[src/rtl/bts_pkg.sv]
package bts_pkg;
    typedef enum logic [1:0] {
        ST_OFF      = 2'd0,
        ST_WAIT_REC = 2'd1,
        ST_LOAD     = 2'd2,
        ST_IDLE     = 2'd3
    } bts_state_e;
endpackage

[src/rtl/bts_tick_div.sv]
module bts_tick_div #(
    parameter int unsigned DIV = 32768
) (
    input  logic clk,
    input  logic rst_n,
    input  logic clr,
    input  logic run,
    output logic tick
);
    generate
        if (DIV <= 1) begin : g_pass
            assign tick = run;
        end else begin : g_cnt
            localparam int unsigned CW = $clog2(DIV);
            localparam logic [CW-1:0] LAST = CW'(DIV - 1);
            logic [CW-1:0] cnt_q;

            always_ff @(posedge clk) begin
                if (!rst_n || clr) begin
                    cnt_q <= '0;
                end else if (run) begin
                    cnt_q <= (cnt_q == LAST) ? '0 : cnt_q + 1'b1;
                end
            end

            assign tick = run && (cnt_q == LAST);
        end
    endgenerate
endmodule

[src/rtl/bts_phase_cnt.sv]
module bts_phase_cnt #(
    parameter int unsigned PW = 17
) (
    input  logic          clk,
    input  logic          rst_n,
    input  logic          clr,
    input  logic          tick,
    input  logic [PW-1:0] last,
    output logic          done
);
    logic [PW-1:0] cnt_q;

    always_ff @(posedge clk) begin
        if (!rst_n || clr) begin
            cnt_q <= '0;
        end else if (tick) begin
            cnt_q <= cnt_q + 1'b1;
        end
    end

    assign done = tick && (cnt_q == last);
endmodule

[src/rtl/bts_fsm.sv]
module bts_fsm
    import bts_pkg::*;
(
    input  logic       clk,
    input  logic       rst_n,
    input  logic       supply_ok,
    input  logic       recov_done,
    input  logic       batt_low,
    input  logic       phase_done,
    output bts_state_e state_q,
    output logic       phase_clr,
    output logic       load_en,
    output logic       warn_pull
);
    bts_state_e state_d;
    logic       saw_low_q;
    logic       warn_q;

    always_comb begin
        state_d = state_q;
        unique case (state_q)
            ST_OFF:      state_d = ST_WAIT_REC;
            ST_WAIT_REC: if (recov_done) state_d = ST_LOAD;
            ST_LOAD:     if (phase_done) state_d = ST_IDLE;
            ST_IDLE:     if (phase_done) state_d = warn_q ? ST_IDLE : ST_LOAD;
            default:     state_d = ST_OFF;
        endcase
        if (!supply_ok) begin
            state_d = ST_OFF;
        end
    end

    assign phase_clr = (state_d != state_q) || phase_done;

    always_ff @(posedge clk) begin
        if (!rst_n) begin
            state_q <= ST_OFF;
        end else begin
            state_q <= state_d;
        end
    end

    always_ff @(posedge clk) begin
        if (!rst_n) begin
            saw_low_q <= 1'b0;
            warn_q    <= 1'b0;
        end else begin
            if (phase_clr) begin
                saw_low_q <= 1'b0;
            end else if (state_q == ST_LOAD && batt_low) begin
                saw_low_q <= 1'b1;
            end
            if (state_q == ST_LOAD && state_d == ST_IDLE) begin
                warn_q <= saw_low_q || batt_low;
            end
        end
    end

    always_comb begin
        load_en   = (state_q == ST_LOAD);
        warn_pull = warn_q;
    end
endmodule

[src/rtl/batt_test_sched.sv]
module batt_test_sched
    import bts_pkg::*;
#(
    parameter int unsigned TICK_DIV       = 32768,
    parameter int unsigned INTERVAL_TICKS = 86400,
    parameter int unsigned LOAD_TICKS     = 1
) (
    input  logic clk,
    input  logic rst_n,
    input  logic supply_ok,
    input  logic recov_done,
    input  logic batt_low,
    output logic load_en,
    output logic warn_pull
);
    localparam int unsigned MAXT = (INTERVAL_TICKS > LOAD_TICKS) ? INTERVAL_TICKS : LOAD_TICKS;
    localparam int unsigned PW   = (MAXT > 1) ? $clog2(MAXT) : 1;
    localparam logic [PW-1:0] LOAD_LAST = PW'(LOAD_TICKS - 1);
    localparam logic [PW-1:0] INT_LAST  = PW'(INTERVAL_TICKS - 1);

    bts_state_e    state_q;
    logic          phase_clr;
    logic          phase_done;
    logic          run;
    logic          tick;
    logic [PW-1:0] last;

    assign run  = (state_q == ST_LOAD) || (state_q == ST_IDLE);
    assign last = (state_q == ST_LOAD) ? LOAD_LAST : INT_LAST;

    bts_tick_div #(.DIV(TICK_DIV)) u_div (
        .clk  (clk),
        .rst_n(rst_n),
        .clr  (phase_clr),
        .run  (run),
        .tick (tick)
    );

    bts_phase_cnt #(.PW(PW)) u_phase (
        .clk  (clk),
        .rst_n(rst_n),
        .clr  (phase_clr),
        .tick (tick),
        .last (last),
        .done (phase_done)
    );

    bts_fsm u_fsm (
        .clk       (clk),
        .rst_n     (rst_n),
        .supply_ok (supply_ok),
        .recov_done(recov_done),
        .batt_low  (batt_low),
        .phase_done(phase_done),
        .state_q   (state_q),
        .phase_clr (phase_clr),
        .load_en   (load_en),
        .warn_pull (warn_pull)
    );
endmodule

[config.mk]
export PLATFORM = sky130hd
export DESIGN_NAME = batt_test_sched
export DESIGN_NICKNAME = d
export VERILOG_FILES = /design/src/rtl/bts_pkg.sv /design/src/rtl/bts_tick_div.sv /design/src/rtl/bts_phase_cnt.sv /design/src/rtl/bts_fsm.sv /design/src/rtl/batt_test_sched.sv
export SDC_FILE = /design/constraint.sdc
export NUM_CORES = 1
export LEC_CHECK = 0
export ABC_CLOCK_PERIOD_IN_PS = 5510
export BUFFER_PORTS_ARGS = -buffer_cell sky130_fd_sc_hd__buf_2
export CAP_MARGIN = 20
export CORE_AREA = 8 8 78 80
export DETAILED_ROUTE_END_ITERATION = 7
export DIE_AREA = 0 0 86 88
export HOLD_SLACK_MARGIN = 0.15
export PLACE_DENSITY_LB_ADDON = 0.3
export REMOVE_ABC_BUFFERS = 1
export SLEW_MARGIN = 20
export SYNTH_ARGS = -nofsm -noshare
export SYNTH_HDL_FRONTEND = slang
export SYNTH_SLANG_ARGS = --single-unit
export TNS_END_PERCENT = 100
[constraint.sdc]
create_clock -name clk -period 5.51 [get_ports clk]
set_clock_uncertainty 0.05 [all_clocks]
set_input_delay 0.2755 -clock clk [delete_from_list [all_inputs] [get_ports clk]]
set_output_delay 0.2755 -clock clk [all_outputs]
set_load 0.005 [all_outputs]
==> reports/results.tsv <==
metric	value	unit
cts_setup_buffers	0	
routed_wl	4220	um
overflow	0	
required	5.61	ns
holdPathEnd	u_fsm.state_q[1]	
status	complete, no violations	
min_period_over_period	64.0	%
slew_violations	0	
pin_count	7	
routed_via_density	5.50	
cp.arrival	3.63	ns
powerDensity	220	nW/um^2
relSlewSlack	53.0	%
cts_max_level	2	
dp_hpwl	2840	um
drt_iter0_markers	101	
syn_inst	220	
cts.hold.buffers_added	0	
fmax	284	MHz
gp_congestion	0.780	
reg2reg_slack	1.98	ns
synthArstFlopShare	0	%
globalRouteTotalUtil	12.0	%
wl_per_cell	14.4	um
ys_ff_latch	36	
row_count	26	
vias	1616	
ys_types	42	
path_max_fanout	20	
yosysWarnings	0	
yosysTopAreaCell	dfxtp_1	
drc	0	
reg2reg_from	u_div.g_cnt.cnt_q[0]	
synthToLayoutAreaGrowth	7.08	%
reg2regPathDepth	8	
grt_pass1_wl	7250	um
hold_depth	3	
grt_max_degree	33	
synth.top_cells.by_area	dfxtp_1 (34%), nor4b_2 (11%), xnor2_1 (5.4%)	
cts_sinks	36	
most-common-layout-cells	dfxtp_1 (36), nand2_1 (21), nor3_1 (16), nor4b_2 (16)	
antenna_found_initial	0	
first_pass_iters	4	
synth-seq-area-share	34.3	%
ant_nets	0	
cts-root-buf	clkbuf_8	
synth_edf_count	0	
path_clk_slew	0.07	ns
cts_inserted_buffers	5	
syn-cell-area	2100	sq um
path_class	flip-flop to flip-flop	
initial_core_util	42.8	%
cts_tree	yes	
syn_area_per_cell	9.56	sq um
die_h	88	um
power.total	0.000495	W
core-area	4910	sq um
rsz0062_at_grt	no	
min_period	3.53	ns
final_common_cell	dfxtp_1	
r2r_end	u_div.g_cnt.cnt_q[12]	
ys.flop_type	dfxtp_1	
tightest_slew	0.706	ns
critPathLaunchType	flip-flop	
fin_setup_tns	0	ns
finalHoldViolCount	0	
synth_top_cell_area_share	34.3	%
die_area	7570	sq um
cp-end-kind	flip-flop	
irDropWorstVdd	123	uV
p_leak	0.667	nW
grt_pass1_vias	1512	
postCtsResizedCells	0	
drive_gt1_share	20.1	%
cts_max_path_buffers	2	
min-delay-start	rst_n	
port_buffers	6	
setup_viol	0	
diodes	0	
maxCapViolCount	0	
hp-class	input port to flip-flop	
die_x	86	um
nets	230	
clk_latency	0.28	ns
==> cell usage after synthesis (2+ instances only) <==
| master | number |
|---|---|
| ha_1 | 2 |
| buf_4 | 2 |
| and4_1 | 2 |
| clkbuf_1 | 4 |
| nand3_1 | 12 |
| dfxtp_1 | 36 |
| a21oi_1 | 5 |
| nor2b_1 | 4 |
| nor4_1 | 5 |
| inv_1 | 2 |
| nor3_1 | 16 |
| nor4_2 | 6 |
| or4_1 | 2 |
| and3_1 | 6 |
| nand2_1 | 21 |
| buf_2 | 2 |
| nand2b_1 | 3 |
| nand4_1 | 12 |
| xor2_1 | 13 |
| nor2_1 | 10 |
| nor4b_2 | 16 |
| o21ai_0 | 2 |
| or2_2 | 2 |
| xnor2_1 | 13 |
| buf_6 | 4 |
| mux2i_1 | 2 |
==> metrics by stage <==
| step | worst slack (ns) | util [%] | cells | hold slack (ns) | cell area (sq um) |
|---|---|---|---|---|---|
| floorplan | 1.54 | - | 208 | 0.345 | 2020 |
| global placement | 2.05 | 44.0 | 286 | 0.463 | 2160 |
| detailed placement | 1.99 | 44.0 | 286 | 0.462 | 2160 |
| CTS | 1.99 | 45.8 | 294 | 0.199 | 2250 |
| global route | 1.80 | 45.8 | 294 | 0.227 | 2250 |
| finish | 1.98 | 45.8 | 294 | 0.202 | 2250 |
==> power breakdown <==
part           leakage (nW)  internal [W]  switching, W
combinational         0.331     0.0000117     0.0000285
clock                0.0455      0.000102     0.0000906
sequential            0.290      0.000261    0.00000136
total                 0.667      0.000375      0.000120
==> per-layer routing <==
layer  share of wire [%]  global-route usage (%)  vias to the layer above
li1                    -                       -                      826
met1                  47                    14.7                      765
met2                  48                    19.7                       19
met3                 3.6                    3.10                        6
met4                 1.2                    4.30                        0
met5                   0                       0                        -
==> registers in the layout, summed over array words and instances (netlist names) <==
register           cells
u_fsm.warn_pull        1
u_phase.cnt_q         17
u_fsm.state_q          2
u_div.g_cnt.cnt_q     15
u_fsm.saw_low_q        1
==> worst max-delay path, stage by stage (launching register included) <==
cell	delay, ns
dfxtp_1	0.40
ha_1	0.28
nand3_1	0.12
nor4_1	0.36
nand2_1	0.32
a21boi_0	0.61
and3_1	0.71
buf_4	0.43
nor4b_1	0.09
==> how the worst max path moves through the flow <==
stage | endpoint | cells after the start | start | slack [ns]
global placement | u_div.g_cnt.cnt_q[12] | 8 | u_div.g_cnt.cnt_q[0] | 2.05
CTS | u_div.g_cnt.cnt_q[12] | 8 | u_div.g_cnt.cnt_q[0] | 1.99
detailed placement | u_div.g_cnt.cnt_q[12] | 8 | u_div.g_cnt.cnt_q[0] | 1.99
global route | u_div.g_cnt.cnt_q[12] | 8 | u_div.g_cnt.cnt_q[0] | 1.80
finish | u_div.g_cnt.cnt_q[12] | 8 | u_div.g_cnt.cnt_q[0] | 1.98
floorplan | u_div.g_cnt.cnt_q[2] | 7 | u_div.g_cnt.cnt_q[0] | 1.54
==> final cells by class <==
cell class | count | area [sq um]
fillers | 463 | 2660
multi-input cells | 170 | 1300
flip-flops and latches | 36 | 721
clock buffers | 8 | 90.1
repair buffers | 8 | 45.0
well taps | 70 | 87.6
inverters | 2 | 7.51
==> logic make-up (layout without fill, tap and decap cells) <==
group                    after synthesis  after routing  synth area share, %
AO/OA/AOI/OAI                         15             15                 5.18
AND/OR/NAND/NOR                      124            124                 42.5
adder cells (fa/ha/maj)                2              2                 1.19
XOR/XNOR                              26             26                 10.8
multiplexers                           3              3                 1.61
flip-flops                            36             36                 34.3
buffers and inverters                 14             18                 4.40
No activity file was read; power rests on OpenSTA's default activity.
